## src/rtl/chop_pkg.sv

```systemverilog
package chop_pkg;

  typedef enum logic [1:0] {
    DIR_COAST = 2'b00,
    DIR_REV   = 2'b01,
    DIR_FWD   = 2'b10,
    DIR_BRAKE = 2'b11
  } dir_e;

  typedef enum logic [2:0] {
    PH_HOLD,
    PH_BLANK,
    PH_ON,
    PH_FAST,
    PH_FLOAT,
    PH_SLOW
  } phase_e;

  typedef struct packed {
    logic hi1;
    logic lo1;
    logic hi2;
    logic lo2;
  } gate_t;

  localparam gate_t GATE_OFF  = 4'b0000;
  localparam gate_t GATE_FWD  = 4'b1001;
  localparam gate_t GATE_REV  = 4'b0110;
  localparam gate_t GATE_LOWS = 4'b0101;

  function automatic logic is_drive(input dir_e d);
    return (d == DIR_FWD) || (d == DIR_REV);
  endfunction

endpackage

```

## src/rtl/chop_timer.sv

```systemverilog
module chop_timer #(
  parameter int CW = 8
) (
  input  logic          clk,
  input  logic          rst,
  input  logic          load,
  input  logic [CW-1:0] load_val,
  output logic          expired
);

  logic [CW-1:0] cnt_q;

  always_ff @(posedge clk) begin
    if (rst) begin
      cnt_q <= '0;
    end else if (load) begin
      cnt_q <= load_val;
    end else if (cnt_q != '0) begin
      cnt_q <= cnt_q - 1'b1;
    end
  end

  assign expired = (cnt_q == '0);

endmodule

```

## src/rtl/chop_seq.sv

```systemverilog
module chop_seq
  import chop_pkg::*;
#(
  parameter int BLANK_CYC = 360,
  parameter int FAST_CYC  = 1000,
  parameter int SLOW_CYC  = 3000,
  parameter int CW        = 12
) (
  input  logic   clk,
  input  logic   rst,
  input  dir_e   dir_cmd,
  input  logic   trip,
  input  logic   zero_cur,
  output phase_e phase,
  output dir_e   drive_dir
);

  localparam logic [CW-1:0] BLANK_LD = CW'(BLANK_CYC - 1);
  localparam logic [CW-1:0] FAST_LD  = CW'(FAST_CYC - 1);
  localparam logic [CW-1:0] SLOW_LD  = CW'(SLOW_CYC - 1);

  phase_e        ph_q, ph_d;
  dir_e          dir_q, dir_d;
  logic          ld;
  logic [CW-1:0] ld_val;
  logic          tmr_done;

  chop_timer #(.CW(CW)) u_tmr (
    .clk      (clk),
    .rst      (rst),
    .load     (ld),
    .load_val (ld_val),
    .expired  (tmr_done)
  );

  always_comb begin
    ph_d   = ph_q;
    dir_d  = dir_q;
    ld     = 1'b0;
    ld_val = '0;
    if (dir_cmd != dir_q) begin
      dir_d = dir_cmd;
      if (is_drive(dir_cmd)) begin
        ph_d   = PH_BLANK;
        ld     = 1'b1;
        ld_val = BLANK_LD;
      end else begin
        ph_d = PH_HOLD;
      end
    end else begin
      unique case (ph_q)
        PH_HOLD: ph_d = PH_HOLD;
        PH_BLANK: begin
          if (tmr_done) ph_d = PH_ON;
        end
        PH_ON: begin
          if (trip) begin
            ph_d   = PH_FAST;
            ld     = 1'b1;
            ld_val = FAST_LD;
          end
        end
        PH_FAST: begin
          if (tmr_done) begin
            ph_d   = PH_SLOW;
            ld     = 1'b1;
            ld_val = SLOW_LD;
          end else if (zero_cur) begin
            ph_d = PH_FLOAT;
          end
        end
        PH_FLOAT: begin
          if (tmr_done) begin
            ph_d   = PH_SLOW;
            ld     = 1'b1;
            ld_val = SLOW_LD;
          end
        end
        PH_SLOW: begin
          if (tmr_done) begin
            ph_d   = PH_BLANK;
            ld     = 1'b1;
            ld_val = BLANK_LD;
          end
        end
        default: ph_d = PH_HOLD;
      endcase
    end
  end

  always_ff @(posedge clk) begin
    if (rst) begin
      ph_q  <= PH_HOLD;
      dir_q <= DIR_COAST;
    end else begin
      ph_q  <= ph_d;
      dir_q <= dir_d;
    end
  end

  assign phase     = ph_q;
  assign drive_dir = dir_q;

endmodule

```

## src/rtl/chop_gate_out.sv

```systemverilog
module chop_gate_out
  import chop_pkg::*;
(
  input  logic   clk,
  input  logic   rst,
  input  phase_e phase,
  input  dir_e   drive_dir,
  output gate_t  gate
);

  gate_t tgt;
  gate_t gate_q;

  always_comb begin
    tgt = GATE_OFF;
    unique case (phase)
      PH_HOLD:  tgt = (drive_dir == DIR_BRAKE) ? GATE_LOWS : GATE_OFF;
      PH_BLANK,
      PH_ON:    tgt = (drive_dir == DIR_FWD) ? GATE_FWD : GATE_REV;
      PH_FAST:  tgt = (drive_dir == DIR_FWD) ? GATE_REV : GATE_FWD;
      PH_FLOAT: tgt = GATE_OFF;
      PH_SLOW:  tgt = GATE_LOWS;
      default:  tgt = GATE_OFF;
    endcase
  end

  always_ff @(posedge clk) begin
    if (rst) begin
      gate_q <= GATE_OFF;
    end else if ((tgt != gate_q) && (gate_q != GATE_OFF)) begin
      gate_q <= GATE_OFF;
    end else begin
      gate_q <= tgt;
    end
  end

  assign gate = gate_q;

endmodule

```

## src/rtl/fixed_off_chopper.sv

```systemverilog
module fixed_off_chopper
  import chop_pkg::*;
#(
  parameter int BLANK_CYC = 360,
  parameter int OFF_CYC   = 4000
) (
  input  logic       clk,
  input  logic       rst,
  input  logic [1:0] dir_cmd,
  input  logic       trip,
  input  logic       zero_cur,
  output logic       gate_hi1,
  output logic       gate_lo1,
  output logic       gate_hi2,
  output logic       gate_lo2
);

  localparam int FAST_CYC = OFF_CYC / 4;
  localparam int SLOW_CYC = OFF_CYC - FAST_CYC;
  localparam int MAX_CYC  = (BLANK_CYC > SLOW_CYC) ? BLANK_CYC : SLOW_CYC;
  localparam int CW       = $clog2(MAX_CYC + 1);

  phase_e phase;
  dir_e   drive_dir;
  gate_t  gate;

  chop_seq #(
    .BLANK_CYC (BLANK_CYC),
    .FAST_CYC  (FAST_CYC),
    .SLOW_CYC  (SLOW_CYC),
    .CW        (CW)
  ) u_seq (
    .clk       (clk),
    .rst       (rst),
    .dir_cmd   (dir_e'(dir_cmd)),
    .trip      (trip),
    .zero_cur  (zero_cur),
    .phase     (phase),
    .drive_dir (drive_dir)
  );

  chop_gate_out u_out (
    .clk       (clk),
    .rst       (rst),
    .phase     (phase),
    .drive_dir (drive_dir),
    .gate      (gate)
  );

  assign gate_hi1 = gate.hi1;
  assign gate_lo1 = gate.lo1;
  assign gate_hi2 = gate.hi2;
  assign gate_lo2 = gate.lo2;

endmodule

```

## config.mk

```make
export PLATFORM = sky130hd
export DESIGN_NAME = fixed_off_chopper
export DESIGN_NICKNAME = d
export VERILOG_FILES = /design/src/rtl/chop_pkg.sv /design/src/rtl/chop_timer.sv /design/src/rtl/chop_seq.sv /design/src/rtl/chop_gate_out.sv /design/src/rtl/fixed_off_chopper.sv
export SDC_FILE = /design/constraint.sdc
export NUM_CORES = 1
export LEC_CHECK = 0
export ABC_CLOCK_PERIOD_IN_PS = 4300
export BUFFER_PORTS_ARGS = -buffer_cell sky130_fd_sc_hd__clkbuf_2
export CORE_ASPECT_RATIO = 1.5
export CORE_MARGIN = 1.5
export CORE_UTILIZATION = 60
export CTS_BUF_LIST = sky130_fd_sc_hd__clkbuf_8 sky130_fd_sc_hd__clkbuf_16
export DETAILED_ROUTE_END_ITERATION = 8
export PLACE_DENSITY_LB_ADDON = 0.12
export SLEW_MARGIN = 0
export SYNTH_ARGS = -nofsm -noshare
export SYNTH_HDL_FRONTEND = slang
export SYNTH_SLANG_ARGS = --single-unit
```

## constraint.sdc

```tcl
create_clock -name clk -period 4.3 [get_ports clk]
set_clock_uncertainty 0.15 [all_clocks]
set_input_delay 0.86 -clock clk [delete_from_list [all_inputs] [get_ports clk]]
set_output_delay 0.86 -clock clk [all_outputs]
set_load 0.02 [all_outputs]
```

==> metrics <==
status=complete, no violations; Setup Buffers After CTS=0; fillers=229; WP data required=4.30 ns; total wire length=~3200 um; DIE HEIGHT=65.16 um; share of cells above drive strength 1=13.51%; Longest Clk Path Bufs=2; mux contribution to synthesized area=1.943%; Die Wd=44.44 um; post-cts resize count=0; Slew Viols, Final=0; count of cell types in the netlist=54; final hold vios=0; worst vdd ir=0.2625 mV; min cycle time layout=2.491 ns; Tcrit/Tclk final=57.92%; routed vias/inst=6.325; Initial Util=63.07%; RSZ-0062 raised after global routing=false; Overflow after GRT=0; CTS hold repair buffers=0; hpwl dp=approximately 2400 um; sequential element share of the synthesized area=27.21%; Syn Nets=194; row cnt=22; first-pass GRT wire length=5533 um; initial antenna violation count=0; Buf/Inv on CP=1; largest net degree at the start of global routing=20; post-synthesis xor/xnor area fraction=7.935%; highest clock rate=0.4015 GHz; Slew HR=60.84%; Main synth FF type=dfxtp_1; Root Driver=clkbuf_8; CP Cell Sequence=inv_1 > ha_1 > nor4b_2 > and3_1 > a311o_1 > nand3_1 > a221oi_1; IO Port Bufs=9; CTS tree=yes; critical path arrival=2.49 ns; Power, Total=583.0 uW; adder-cell share of the synthesized area=1.619%; Fin Setup TNS=0 ns; Clock Sinks=21; startpoint types=flop; post-route ant nets=0; Finished Layout Cells=roughly 210; Worst-Margin Slew=0.5873 ns; Critical Path Sink Type=flop; DRC=0; H-tree Lvls=1; wire per inst=15.26 um; Crit path max-delay family=simple AND/OR/NAND/NOR gates; Global Route Usage Sum=around 25%; Post-synth EDFFs=0; Syn Area/Cell=8.308 sq um; via count=1322; worst hold path class=flop to flop; Mapped Area=about 0.0015 sq mm; Final GP Congestion=about 0.84; vias in the first global route=between 1000 and 1500; Crit Path Class=flop to flop; Reg clk slew, reported paths=0.08 ns; Simple-Gate Fraction of Synth Area=27.37%; slowest stage delay, CP=0.60 ns; Yosys warnings=0; largest family of logic cells by synthesized area=simple AND/OR/NAND/NOR gates; antenna cells=0; Core Area=0.002450 sq mm; io pins=10; Worst path slowest cell=and3_1; P_leak=~0.57 nW; P per Cell Area=around 370 mW/mm^2; Num CTS Buffers=3; initial DRC count=30; clk_lat worst skew=0.26 ns; final setup fails=0; Crit Path Max Fanout=14; synthesis-stage register bit count=21; Post-Syn Instances=186; placed insts=about 210; DRT Pass-1 Iters=4; Synth Area in Compound Gates=26.72%; NumNets Final=194; MaxCap Viol Count=0; async set-reset flop share out of synthesis=0%; Area growth syn-to-layout=2.105%; full die area=0.002895 sq mm
flip-flops by register name, indices dropped and copies added (netlist names):
name               cells
u_seq.u_tmr.cnt_q     12
u_seq.phase            3
u_out.gate             4
u_seq.drive_dir        2
worst paths after layout:
check,slack [ns],startpoint,end,depth (start not counted)
worst max-delay path,1.81,u_seq.u_tmr.cnt_q[0]$_SDFFE_PP0P_,u_seq.u_tmr.cnt_q[7]$_SDFFE_PP0P_,7
worst min register to register,0.41,u_seq.u_tmr.cnt_q[2]$_SDFFE_PP0P_,u_seq.u_tmr.cnt_q[2]$_SDFFE_PP0P_,2
worst max register to register,1.81,u_seq.u_tmr.cnt_q[0]$_SDFFE_PP0P_,u_seq.u_tmr.cnt_q[7]$_SDFFE_PP0P_,7
worst min-delay path,0.41,u_seq.u_tmr.cnt_q[2]$_SDFFE_PP0P_,u_seq.u_tmr.cnt_q[2]$_SDFFE_PP0P_,2
cells by family after synthesis:
logic type / Yosys count
DFF: 21
AOI/OAI and AO/OA: 51
adders and majority gates: 2
xor gates and xnor gates: 14
buffers and inverters: 20
muxes: 3
and+or+nand+nor: 75
placed cells by master, fill, tap and decap left out, types with 4 or more instances in the layout:
cell type	netlist	routed
dfxtp_1	21	21
nor2_1	20	20
nand2_1	16	16
a21oi_1	14	14
xnor2_1	10	10
clkbuf_2	0	9
nor3_1	8	8
inv_1	6	6
o21ai_0	6	6
nor4_1	5	5
nor2b_1	5	5
o21ai_1	4	4
xor2_1	4	4
cells in the mapped netlist (3+ instances only):
cell type	number	area, sq um
a2111oi_0	3	26.28
a21oi_1	14	70.07
buf_2	5	25.02
buf_4	4	30.03
clkbuf_1	3	11.26
dfxtp_1	21	420.4
inv_1	6	22.52
mux2i_1	3	30.03
nand2_1	16	60.06
nand3_1	3	15.01
nor2_1	20	75.07
nor2b_1	5	31.28
nor3_1	8	40.04
nor4_1	5	31.28
o21ai_0	6	30.03
o21ai_1	4	20.02
xnor2_1	10	87.58
xor2_1	4	35.03
cell type report:
class / instances / area, sq um / share of cell area [%]
clock buffers: 3 / 41.29 / 2.617
clock inverters: 1 / 5.005 / 0.3172
inverters: 6 / 22.52 / 1.427
multi-input cells: 145 / 1013 / 64.23
flip-flops and latches: 21 / 420.4 / 26.65
well taps: 24 / 30.03 / 1.903
repair buffers: 9 / 45.04 / 2.855
report_power, final:
part	internal, mW	leakage, nW	total [mW]	switching (mW)
combinational	0.0894	0.369	0.201	0.112
sequential	0.218	0.173	0.252	0.0334
clock	0.0645	0.0255	0.130	0.0653
total	0.372	0.567	0.583	0.211
tightest hold or removal path: cells and delay by family (launching register included):
family             cells  cell delay, ns
AOI/OAI and AO/OA      1            0.08
DFF                    1            0.35
and+or+nand+nor        1            0.08
metrics by stage:
stage / setup WS, ns / instance area [sq um] / utilization [%] / hold WS (ns)
after floorplan: 1.909 / 1545 / - / 0.3649
after global placement: 1.843 / 1531 / 62.51 / 0.3894
after CTS: 1.794 / 1578 / 64.40 / 0.4164
after global routing: 1.643 / 1578 / 64.40 / 0.4338
after detailed placement: 1.804 / 1531 / 62.51 / 0.4010
final: 1.809 / 1578 / 64.40 / 0.4109
metal layers:
layer	track usage [%]	part of all wire [%]
met5	0	0
met4	7.576	1.1
met3	2.747	2.5
met2	45.04	54
met1	30.29	43
Power figures use the tool's default switching activity.
